<file path="src/rtl/pwr_seq_pkg.sv">
package pwr_seq_pkg;

    // Sequence phase
    typedef enum logic [1:0] {
        PH_IDLE   = 2'd0,
        PH_HOLD   = 2'd1,
        PH_SETTLE = 2'd2,
        PH_REINIT = 2'd3
    } phase_e;

    // Reset selection, 1 = assert that reset
    typedef struct packed {
        logic core;
        logic sec;
        logic mem;
    } rst_sel_t;

    // Command bit positions
    localparam int unsigned BIT_PWROFF = 0;
    localparam int unsigned BIT_FULL   = 1;
    localparam int unsigned BIT_NORMAL = 2;
    localparam int unsigned BIT_MEM    = 3;
    localparam int unsigned BIT_SLEEP  = 4;
    localparam int unsigned LIVE_BITS  = 5;

endpackage

</file>
<file path="src/rtl/pwr_cmd_decode.sv">
module pwr_cmd_decode
    import pwr_seq_pkg::*;
#(
    parameter int unsigned CMD_W = 8
) (
    input  logic [CMD_W-1:0] cmd,
    input  logic             legacy,
    output rst_sel_t         sel,
    output logic             pwroff,
    output logic             sleep
);
    localparam logic [CMD_W-1:0] LIVE_MASK = CMD_W'((1 << LIVE_BITS) - 1);

    logic [CMD_W-1:0] cmd_m;

    always_comb begin
        cmd_m    = cmd & LIVE_MASK;
        pwroff   = cmd_m[BIT_PWROFF];
        sleep    = cmd_m[BIT_SLEEP];
        sel.core = cmd_m[BIT_FULL];
        sel.sec  = cmd_m[BIT_FULL] | cmd_m[BIT_NORMAL];
        sel.mem  = cmd_m[BIT_FULL] | cmd_m[BIT_MEM]
                 | (cmd_m[BIT_NORMAL] & legacy);
    end

    // a full reboot always selects every reset
    always_comb begin
        if (cmd_m[BIT_FULL])
            a_full_all_r4: assert (sel.core && sel.sec && sel.mem);
    end

endmodule

</file>
<file path="src/rtl/pwr_seq_timer.sv">
module pwr_seq_timer
    import pwr_seq_pkg::*;
#(
    parameter int unsigned HOLD_CYCLES   = 500_000,
    parameter int unsigned SETTLE_CYCLES = 10_000_000
) (
    input  logic   clk,
    input  logic   rst_n,
    input  logic   start,
    output phase_e phase,
    output logic   release_now,
    output logic   reinit
);
    localparam int unsigned MAX_CYC = (HOLD_CYCLES > SETTLE_CYCLES) ? HOLD_CYCLES : SETTLE_CYCLES;
    localparam int unsigned CNT_W   = $clog2(MAX_CYC + 1);
    localparam logic [CNT_W-1:0] HOLD_LD   = CNT_W'(HOLD_CYCLES - 1);
    localparam logic [CNT_W-1:0] SETTLE_LD = CNT_W'(SETTLE_CYCLES - 1);

    typedef struct packed {
        phase_e           ph;
        logic [CNT_W-1:0] cnt;
    } tmr_t;

    tmr_t st_d, st_q;

    always_comb begin
        st_d        = st_q;
        release_now = 1'b0;
        unique case (st_q.ph)
            PH_IDLE: begin
                if (start) begin
                    st_d.ph  = PH_HOLD;
                    st_d.cnt = HOLD_LD;
                end
            end
            PH_HOLD: begin
                if (st_q.cnt == '0) begin
                    release_now = 1'b1;
                    st_d.ph     = PH_SETTLE;
                    st_d.cnt    = SETTLE_LD;
                end else begin
                    st_d.cnt = st_q.cnt - 1'b1;
                end
            end
            PH_SETTLE: begin
                if (st_q.cnt == '0) st_d.ph = PH_REINIT;
                else                st_d.cnt = st_q.cnt - 1'b1;
            end
            PH_REINIT: begin
                st_d.ph  = PH_IDLE;
                st_d.cnt = '0;
            end
            default: st_d = '0;
        endcase
    end

    always_ff @(posedge clk or negedge rst_n) begin
        if (!rst_n) st_q <= '0;
        else        st_q <= st_d;
    end

    assign phase  = st_q.ph;
    assign reinit = (st_q.ph == PH_REINIT);

    // strobe lasts one cycle and ends the sequence
    p_reinit_single_r9: assert property (@(posedge clk) disable iff (!rst_n)
        reinit |=> (phase == PH_IDLE));
    // reinit is only ever reached from the settle phase
    p_reinit_after_settle_r9: assert property (@(posedge clk) disable iff (!rst_n)
        $rose(reinit) |-> ($past(phase) == PH_SETTLE));
    // hold phase only exits to settle
    p_hold_exit_r8: assert property (@(posedge clk) disable iff (!rst_n)
        (phase == PH_HOLD) |=> (phase == PH_HOLD || phase == PH_SETTLE));

endmodule

</file>
<file path="src/rtl/pwr_rst_drive.sv">
module pwr_rst_drive
    import pwr_seq_pkg::*;
(
    input  logic     clk,
    input  logic     rst_n,
    input  logic     load,
    input  rst_sel_t sel,
    input  logic     release_now,
    output logic     core_rst_n,
    output logic     sec_rst_n,
    output logic     mem_rst_n
);
    rst_sel_t act_d, act_q;

    always_comb begin
        act_d = act_q;
        if (release_now) act_d = '0;
        else if (load)   act_d = sel;
    end

    always_ff @(posedge clk or negedge rst_n) begin
        if (!rst_n) act_q <= '0;
        else        act_q <= act_d;
    end

    assign core_rst_n = ~act_q.core;
    assign sec_rst_n  = ~act_q.sec;
    assign mem_rst_n  = ~act_q.mem;

    // whenever any reset rises, all of them are high
    p_release_together_r8: assert property (@(posedge clk) disable iff (!rst_n)
        ($rose(core_rst_n) || $rose(sec_rst_n) || $rose(mem_rst_n))
            |-> (core_rst_n && sec_rst_n && mem_rst_n));

endmodule

</file>
<file path="src/rtl/pwr_rst_seq.sv">
module pwr_rst_seq
    import pwr_seq_pkg::*;
#(
    parameter int unsigned CMD_W         = 8,
    parameter int unsigned HOLD_CYCLES   = 500_000,
    parameter int unsigned SETTLE_CYCLES = 10_000_000
) (
    input  logic             clk,
    input  logic             rst_n,
    input  logic             cmd_valid,
    input  logic [CMD_W-1:0] cmd_data,
    input  logic             legacy_mode,
    output logic             core_rst_n,
    output logic             sec_rst_n,
    output logic             mem_rst_n,
    output logic             pwroff_req,
    output logic             sleep_flag,
    output logic             busy,
    output logic             reinit
);
    typedef struct packed {
        logic pwroff;
        logic sleep;
    } flags_t;

    rst_sel_t sel;
    logic     dec_pwroff, dec_sleep;
    phase_e   phase;
    logic     release_now;
    logic     accept, start;
    flags_t   fl_d, fl_q;

    pwr_cmd_decode #(.CMD_W(CMD_W)) u_dec (
        .cmd    (cmd_data),
        .legacy (legacy_mode),
        .sel    (sel),
        .pwroff (dec_pwroff),
        .sleep  (dec_sleep)
    );

    always_comb begin
        accept = cmd_valid && (phase == PH_IDLE);
        start  = accept && (|sel);
        fl_d   = fl_q;
        if (accept) begin
            fl_d.pwroff = fl_q.pwroff | dec_pwroff;
            fl_d.sleep  = fl_q.sleep  | dec_sleep;
        end
    end

    always_ff @(posedge clk or negedge rst_n) begin
        if (!rst_n) fl_q <= '0;
        else        fl_q <= fl_d;
    end

    pwr_seq_timer #(
        .HOLD_CYCLES   (HOLD_CYCLES),
        .SETTLE_CYCLES (SETTLE_CYCLES)
    ) u_tmr (
        .clk         (clk),
        .rst_n       (rst_n),
        .start       (start),
        .phase       (phase),
        .release_now (release_now),
        .reinit      (reinit)
    );

    pwr_rst_drive u_drv (
        .clk         (clk),
        .rst_n       (rst_n),
        .load        (start),
        .sel         (sel),
        .release_now (release_now),
        .core_rst_n  (core_rst_n),
        .sec_rst_n   (sec_rst_n),
        .mem_rst_n   (mem_rst_n)
    );

    assign busy       = (phase != PH_IDLE);
    assign pwroff_req = fl_q.pwroff;
    assign sleep_flag = fl_q.sleep;

    // any asserted reset implies a running sequence
    p_reset_in_seq_r10: assert property (@(posedge clk) disable iff (!rst_n)
        !(core_rst_n && sec_rst_n && mem_rst_n) |-> busy);
    // writes during busy leave the flags untouched
    p_ignore_busy_r10: assert property (@(posedge clk) disable iff (!rst_n)
        (busy && cmd_valid) |=> ($stable(pwroff_req) && $stable(sleep_flag)));
    // power-off request is sticky
    p_pwroff_sticky_r3: assert property (@(posedge clk) disable iff (!rst_n)
        pwroff_req |=> pwroff_req);
    // sleep notice is sticky
    p_sleep_sticky_r11: assert property (@(posedge clk) disable iff (!rst_n)
        sleep_flag |=> sleep_flag);

endmodule

</file>
<file path="config.mk">
export PLATFORM = sky130hd
export DESIGN_NAME = pwr_rst_seq
export DESIGN_NICKNAME = d
export VERILOG_FILES = /design/src/rtl/pwr_seq_pkg.sv /design/src/rtl/pwr_cmd_decode.sv /design/src/rtl/pwr_seq_timer.sv /design/src/rtl/pwr_rst_drive.sv /design/src/rtl/pwr_rst_seq.sv
export SDC_FILE = /design/constraint.sdc
export NUM_CORES = 1
export LEC_CHECK = 0
export ABC_AREA = 1
export BUFFER_PORTS_ARGS = -buffer_cell sky130_fd_sc_hd__buf_2
export CAP_MARGIN = 25
export CORE_MARGIN = 2
export CORE_UTILIZATION = 50
export CTS_CLUSTER_SIZE = 30
export DETAILED_ROUTE_END_ITERATION = 8
export PLACE_DENSITY = 0.76
export SLEW_MARGIN = 20
export SYNTH_ARGS = -nofsm -noshare
export SYNTH_HDL_FRONTEND = slang
export SYNTH_SLANG_ARGS = --single-unit
</file>
<file path="constraint.sdc">
create_clock -name clk -period 2 [get_ports clk]
set_input_delay 0.5 -clock clk [delete_from_list [all_inputs] [get_ports clk]]
set_output_delay 0.5 -clock clk [all_outputs]
set_load 0.01 [all_outputs]
</file>
== Yosys cells after proc, flatten, opt, wreduce, memory -nomap -nowiden ==
Index checks and enable logic that the tools add are counted.
W data, S select, Z words.

* Flip-flop bits (word level): 31
* Latch bits: 0
* RAM bits: 0
* Bits in read-only memories: 0
* Bits of input ports: 12
* Output and inout port bits: 7
* Memories kept: 0

* $add $sub $neg: 1
* Multiply operators: 0
* Divide/modulo/power cells: 0
* $lt $le $gt $ge: 0
* Eq/ne operators: 7
* Shift-type cells: 0
* Multiplexer cells: 10
* Bitwise logic cells: 9
* Reductions and logical operators: 9

{| class="wikitable"
|+ Operators with widths
! kind !! count
|-
| $pmux W26 S4 || 1
|-
| $mux W24 || 2
|-
| $mux W26 || 1
|-
| $logic_not A24 Y1 || 1
|-
| $sub A24 B1 Y24 const B || 1
|-
| $mux W3 || 2
|-
| $or A1 B1 Y1 || 5
|-
| $eq A2 B2 Y1 const B || 2
|-
| $mux W2 || 2
|-
| $ne A2 B1 Y1 const B || 2
|-
| $ne A2 B2 Y1 const B || 2
|-
| $reduce_bool A2 Y1 || 2
|-
| $not A1 Y1 || 3
|-
| $reduce_and A3 Y1 || 1
|-
| $reduce_or A3 Y1 || 1
|-
| $eq A2 B1 Y1 const B || 1
|-
| $logic_and A1 B1 Y1 || 2
|-
| $logic_not A2 Y1 || 1
|-
| $mux W1 || 2
|-
| $reduce_and A2 Y1 || 1
|-
| $and A1 B1 Y1 || 1
|}

== Depth between registers and ports, before layout ==
Gate-level depths: netlist of the first run.

* Depth after elaboration: 6
* Depth in mapped cells: 10
* Mapped depth without buffers: 10

== Modules after synthesis ==
A second synthesis of the first run with hierarchy kept.

* Cell total of the unflattened synthesis: 338
* Area total of the unflattened synthesis: 2326.0 um^2

{| class="wikitable"
|+ By module, submodules not included
! module !! instances !! cells an instance !! area each (um^2) !! sequential area each (um^2)
|-
| pwr_seq_timer || 1 || 298 || 2039.5 || 650.6
|-
| pwr_rst_drive || 1 || 17 || 133.9 || 75.1
|-
| pwr_rst_seq || 1 || 16 || 112.6 || 50.0
|-
| pwr_cmd_decode || 1 || 7 || 40.0 || 0.0
|}

== Worst setup path before layout of the first run ==
OpenSTA, ideal clock, no wires.

* Kind: flip-flop to flip-flop
* Start point: register u_tmr.st_q, in the netlist u_tmr.phase[0]
* End point: register u_tmr.st_q, in the netlist u_tmr.phase[1]
* Data arrival time: 1.493 ns
* Slack: 0.383 ns
* Cell stages (with the launch flop): 9
* Path buffers: 1
* Cells stage by stage: dfrtp_1 > inv_1 > ha_1 > nand3_1 > nand2_1 > buf_2 > nand2_1 > nor2_1 > a21oi_1

* Longest elaborated chain between the ends: 5

{| class="wikitable"
|+ RTL lines
! element !! RTL line !! RTL
|-
| start, declared || pwr_seq_timer.sv:24 || <nowiki>tmr_t st_d, st_q;</nowiki>
|-
| start signal, assigned || pwr_seq_timer.sv:59 || <nowiki>else st_q <= st_d;</nowiki>
|-
| $logic_not A2 Y1 || pwr_seq_timer.sv:29, pwr_rst_seq.sv:42 ||
|-
| $logic_and A1 B1 Y1 || pwr_rst_seq.sv:42 || <nowiki>accept = cmd_valid && (phase == PH_IDLE);</nowiki>
|-
| $logic_and A1 B1 Y1 || pwr_rst_seq.sv:43 || <nowiki>start = accept && (|sel);</nowiki>
|-
| $ne A2 B2 Y1 (no line) || -- ||
|-
| $reduce_and A3 Y1 (no line) || -- ||
|}

Several ways; a longest one is shown, not always the timed one.
A chain may end at the register's enable or synchronous reset.

== Worst setup path after layout of the first run ==
* Start point: register u_tmr.st_q, in the netlist u_tmr.phase[1]
* End point: output port busy

* Longest elaborated chain between the ends: 1

{| class="wikitable"
|+ RTL lines
! element !! RTL line !! RTL
|-
| $reduce_bool A2 Y1 || pwr_rst_seq.sv:79 || <nowiki>assign busy = (phase != PH_IDLE);</nowiki>
|-
| end, declared || pwr_rst_seq.sv:18 || <nowiki>output logic busy,</nowiki>
|}

Every way passes these cells.

==> impl_metrics.toml, run 1 <==
[yosys]
yosysWarnings = 0
syn_nets = 345
synth-edff-count = 0
ys.flop_type = "dfrtp_1"
ys_ff_latch = 31
yosys-top-cells-area = "dfrtp_1 35%, nand2_1 14%, nor2_1 9.4%"
netlist_area_sq_um = 2230
synth_top_cell_by_area = "dfrtp_1"
seq_area_frac_synth_pct = 34.8
synth_area_per_cell_sq_um = 6.84
yosysTopAreaCellShare_pct = 34.8
ys_types = 26
yosysMostFrequentCell = "nand2_1"
syn_inst = 326
synthArstFlopShare_pct = 100
synth_common_cells = "83 x nand2_1, 56 x nor2_1, 40 x inv_1"

[setup_path]
crit_arrival_ns = 1.27
endpoint = "busy"
start_kind = "register"
reg2reg_slack_ns = 0.24
reg2reg_depth = 10
critical_path_required_ns = 1.50
worst_r2r_startpoint = "u_tmr.st_q[0]$_DFFE_PN0P_"
setup.worst_path.end_class = "output port"
startpoint = "u_tmr.phase[1]$_DFFE_PN0P_"
r2r_end = "u_tmr.st_q[22]$_DFFE_PN0P_"
path_class = "register to output port"
crit_path_max_fanout = 6

[timing]
slew_headroom_pct = 51.2
rsz0062_at_grt = "no"
slew_viol_final = 0
min_period_over_period_pct = 88.6
setup_viol = 0
fmax_mhz = 564
hold_viol_final = 0
min_period_ns = 1.77
worst_pin_slew_ns = 0.732
finClkSkew_ns = 0.0103
fin_setup_tns_ns = 0

[global_routing]
grt_pass1_vias = 2000
antenna_found_initial = 0
track_usage_pct = 23.1
grt_pass1_wl_microns = 9200
grt_max_degree = 32
overflow = 0

[power_and_ir_drop]
p_int_uw = 947
power.share.combinational_pct = 2.0
p_leak_uw = 0.00132
clkPwrFrac_pct = 46.7
swShare_pct = 22.3
power.density_nw_per_um2 = 486
vdd_drop_max_v = 0.000349
switchingPower_uw = 273
pwr-share-seq_pct = 51.4

[detailed_routing]
ant_nets = 0
viasPerCell = 5.23
drt_iter0_drc = 130
vias = 2125
avgRoutedWirePerCell_microns = 12.9
routed_wl_microns = 5250
firstDrtPassIters = 4
drc = 0

[floorplan]
rows = 24
die-area_sq_um = 5010
start_util_pct = 51.6
core_area_sq_um = 4320
die_w_microns = 70.8
die_y_microns = 70.8
ios = 19

[clock_tree]
root_buffer = "clkbuf_8"
clock_sinks = 31
cts_setup_buffers = 0
cts.path.max_buffers = 2
htreeDepth = 2
cts_buffers = 5
clk_pin_slew_ns = 0.08
cts_tree = "done"
clkLatencyLatePin_ns = 0.29

[placed_design]
dp_hpwl_microns = 3950
port_buffers = 15
globalplace.congestion = 0.922

[cells_and_area]
diodes = 0
seqCellArea_sq_um = 776
syn_to_final_growth_pct = 12.5
multi_input_area_sq_um = 1270
fin_nets = 372
fill_cells = 432
fin_util_pct = 58.0
drive_gt1_share_pct = 18.1

[run_status]
status = "completed"

[hold_path]
hold_class = "input pin to asynchronous set/reset pin"

[run]
drv_cap = 0
==> worst min-delay path by stage <==
stage	start	to	slack [ns]	depth (start not counted)
detailed placement	sleep_flag$_DFFE_PN0P_	sleep_flag$_DFFE_PN0P_	0.45	1
CTS	rst_n	u_tmr.st_q[11]$_DFFE_PN0P_	0.29	1
floorplan	rst_n	pwroff_req$_DFFE_PN0P_	0.20	0
global route	rst_n	u_tmr.st_q[20]$_DFFE_PN0P_	0.34	1
global placement	sleep_flag$_DFFE_PN0P_	sleep_flag$_DFFE_PN0P_	0.45	1
finish	rst_n	u_tmr.st_q[11]$_DFFE_PN0P_	0.26	1
==> what timing repair did <==
action                                  CTS  global route
hold buffers                              0             0
endpoints found under the setup margin    0             2
gates resized for setup                   0             1
==> cells by family after synthesis <==
group           count (synthesis)  synth area share, %
simple gates                  201                 42.0
buf+inv                        46                 8.31
compound gates                 40                 10.6
flops                          31                 34.8
fa+ha+maj                       7                 3.93
xor+xnor                        1                0.393
==> sequential cells by signal (all words and copies together) (netlist names) <==
| signal | cells |
|---|---|
| pwroff_req | 1 |
| u_tmr.phase | 2 |
| u_tmr.st_q | 24 |
| u_drv.act_q | 3 |
| sleep_flag | 1 |
==> cells in the final DEF, fill, tap and decap left out <==
cell type   n
nand2_2     6
inv_1      39
nor2_4      1
inv_2       3
nor2_2     10
clkbuf_1    1
a21oi_1    13
inv_4       1
dfrtp_1    31
xor2_1      1
nor3_1      1
o21ai_0    11
nand2_1    83
ha_1        7
nand4_4     2
a31o_2      3
nand3_1    24
nor2_1     56
buf_4       8
nor2_8      1
o21ai_2     6
nand4_1    13
nand3b_1    3
buf_2      15
nand2_4     1
a21boi_0    1
clkbuf_8    7
o21ai_1     6
==> metal layers <==
layer,global-route usage [%],part of all wire (%)
met1,31.5,48
met2,37.6,48
met3,4.56,3.4
met4,6.71,0.59
met5,0,0
==> cell type report <==
cell class                 count  share of cell area [%]
clock buffer                   8                    3.99
inverter                      43                    6.53
multi-input combinational    249                    50.6
sequential                    31                    30.9
tap                           52                    2.59
timing repair buffer          23                    5.39
==> power by group through the flow <==
stage / registers (uW) / clock network [uW] / logic [uW]
6_report: 627 / 569 / 24.2
5_1_grt: 626 / 590 / 29.1
4_1_cts: 627 / 571 / 25.1
3_5_place_dp: 639 / 0 / 25.0
3_3_place_gp: 639 / 0 / 24.3
2_1_floorplan: 639 / 0 / 2.61
==> critical path: stages, from the launching register on <==
cell and delay [ns]:
dfrtp_1 0.40, inv_1 0.13, ha_1 0.27, inv_1 0.05
buf_2 0.13
==> through the flow <==
stage	cell area [sq um]	hold WS, ns	total power (uW)	std cells	setup WS, ns
floorplan	2230	0.204	641	326	0.383
global placement	2410	0.451	663	398	0.281
detailed placement	2410	0.449	664	398	0.227
CTS	2510	0.285	1220	406	0.219
global route	2510	0.339	1250	406	0.0381
finish	2510	0.258	1220	406	0.229
Power figures use the tool's default switching activity.
==> inputs of run 2 (changes only) <==
Settings changed: CORE_MARGIN 2 to 3.
==> impl_metrics.toml, run 2 (synthesis gave the netlist of run 1 again) <==
[cells_and_area]
diodes = 0
fin_nets = 372
drive_gt1_share_pct = 18.1
syn_to_final_growth_pct = 13.2
largest_reg_flops = 24
fill_cells = 382
final_common_cell = "nand2_1"
max_flop_register = "u_tmr.st_q"
layout_common_cells = "83 x nand2_1, 56 x nor2_1, 40 x inv_1"

[timing]
hold_viol_final = 0
min_period_ns = 1.82
fmax_mhz = 548
setup_viol = 0
rsz0062_at_grt = "no"
slew_headroom_pct = 54.1
hold_ws_ns = 0.241
slew_viol_final = 0
worst_pin_slew_ns = 0.688
finClkSkew_ns = 0.00564
fin_setup_tns_ns = 0
min_period_over_period_pct = 91.2

[detailed_routing]
drc = 0
viasPerCell = 5.32
ant_nets = 0
routed_wl_microns = 5300
avgRoutedWirePerCell_microns = 13.1
firstDrtPassIters = 5
vias = 2151
drt_iter0_drc = 201

[power_and_ir_drop]
vdd_drop_max_v = 0.000546
p_leak_uw = 0.00133
power.density_nw_per_um2 = 516

[setup_path]
setup.worst_path.end_class = "output port"
crit_family = "buffers and inverters"
crit_path_cell_trace = "inv_1 -> ha_1 -> buf_4 -> inv_1 -> buf_2"
reg2reg_depth = 7
critical_path_buf_inv_count = 4
critical-path-slowest-cell = "dfrtp_1"
r2r_end = "u_tmr.st_q[20]$_DFFE_PN0P_"
timing.critical_path.mode_cell = "inv_1"
path_class = "register to output port"
crit_path_max_fanout = 5
reg2reg_slack_ns = 0.23
cp.depth = 5
start_kind = "register"
worst_r2r_startpoint = "u_tmr.st_q[20]$_DFFE_PN0P_"
critical_path_required_ns = 1.50
cpPeakStageDelay_ns = 0.40
crit_arrival_ns = 1.32

[floorplan]
ios = 19
core_area_sq_um = 4140
die_y_microns = 72.8
rows = 23
die-area_sq_um = 5300
die_w_microns = 72.8
start_util_pct = 53.8

[global_routing]
grt_pass1_vias = 1994
grt_pass1_wl_microns = 9210
antenna_found_initial = 0
overflow = 0
grt_max_degree = 32
track_usage_pct = 22.5

[clock_tree]
cts_setup_buffers = 0
htreeDepth = 2
clkLatencyLatePin_ns = 0.29
cts_tree = "done"
clock_sinks = 31
cts.repair.resized = 0
cts_buffers = 5
clk_pin_slew_ns = 0.07
postCtsHoldBufs = 0
root_buffer = "clkbuf_8"
cts.path.max_buffers = 2

[placed_design]
globalplace.congestion = 0.888
port_buffers = 15
dp_hpwl_microns = 3980

[hold_path]
hold_class = "input pin to asynchronous set/reset pin"

[run]
drv_cap = 0

[run_status]
status = "completed"
[run 2: cell count changes in the layout (fill, tap and decap cells not counted)]
cell / previous run / this run
clkinv_2: 0 / 1
clkbuf_1: 1 / 0
bufinv_16: 0 / 1
inv_2: 3 / 2
clkbuf_8: 7 / 6
inv_1: 39 / 40
[run 2: routing by layer]
layer  global-route usage [%]  vias up  wire, microns
li1                         -     1104              -
met1                     32.0      973           2430
met2                     34.3       65           2480
met3                     3.31        9            288
met4                     8.81        0            101
met5                        0        -              0
[run 2: power by group]
part,internal (uW),leakage [uW],switching [uW]
logic,6.45,0.000889,16.6
registers,627,0.000382,0
clock network,403,0.0000612,250
total,1040,0.00133,266
[run 2: how the worst max path moves through the flow]
| stage | startpoint | end |
|---|---|---|
| floorplan | u_tmr.phase[0]$_DFFE_PN0P_ | u_tmr.phase[1]$_DFFE_PN0P_ |
| global placement | u_tmr.st_q[0]$_DFFE_PN0P_ | u_tmr.st_q[22]$_DFFE_PN0P_ |
| detailed placement | u_tmr.st_q[20]$_DFFE_PN0P_ | u_tmr.st_q[20]$_DFFE_PN0P_ |
| finish | u_tmr.phase[0]$_DFFE_PN0P_ | busy |
| global route | u_tmr.st_q[0]$_DFFE_PN0P_ | u_tmr.st_q[22]$_DFFE_PN0P_ |
| CTS | u_tmr.phase[0]$_DFFE_PN0P_ | busy |
[run 2: area by class of cell]
class                           count  area [sq um]  share of cell area (%)
Tap cell                           50          62.6                    2.48
Multi-Input combinational cell    249          1270                    50.3
Timing Repair Buffer               23           135                    5.35
Sequential cell                    31           776                    30.7
Clock buffer                        6          82.6                    3.27
Clock inverter                      2          35.0                    1.39
Inverter                           43           164                    6.49
[run 2: per-stage QoR]
step / utilization (%) / worst slack, ns / total power (uW) / instance area, sq um / cells
floorplan: - / 0.383 / 641 / 2230 / 326
global placement: 58.1 / 0.278 / 663 / 2410 / 396
detailed placement: 58.1 / 0.235 / 663 / 2410 / 396
CTS: 60.9 / 0.169 / 1310 / 2520 / 404
global route: 60.9 / 0.0660 / 1340 / 2520 / 404
finish: 60.9 / 0.176 / 1300 / 2520 / 404
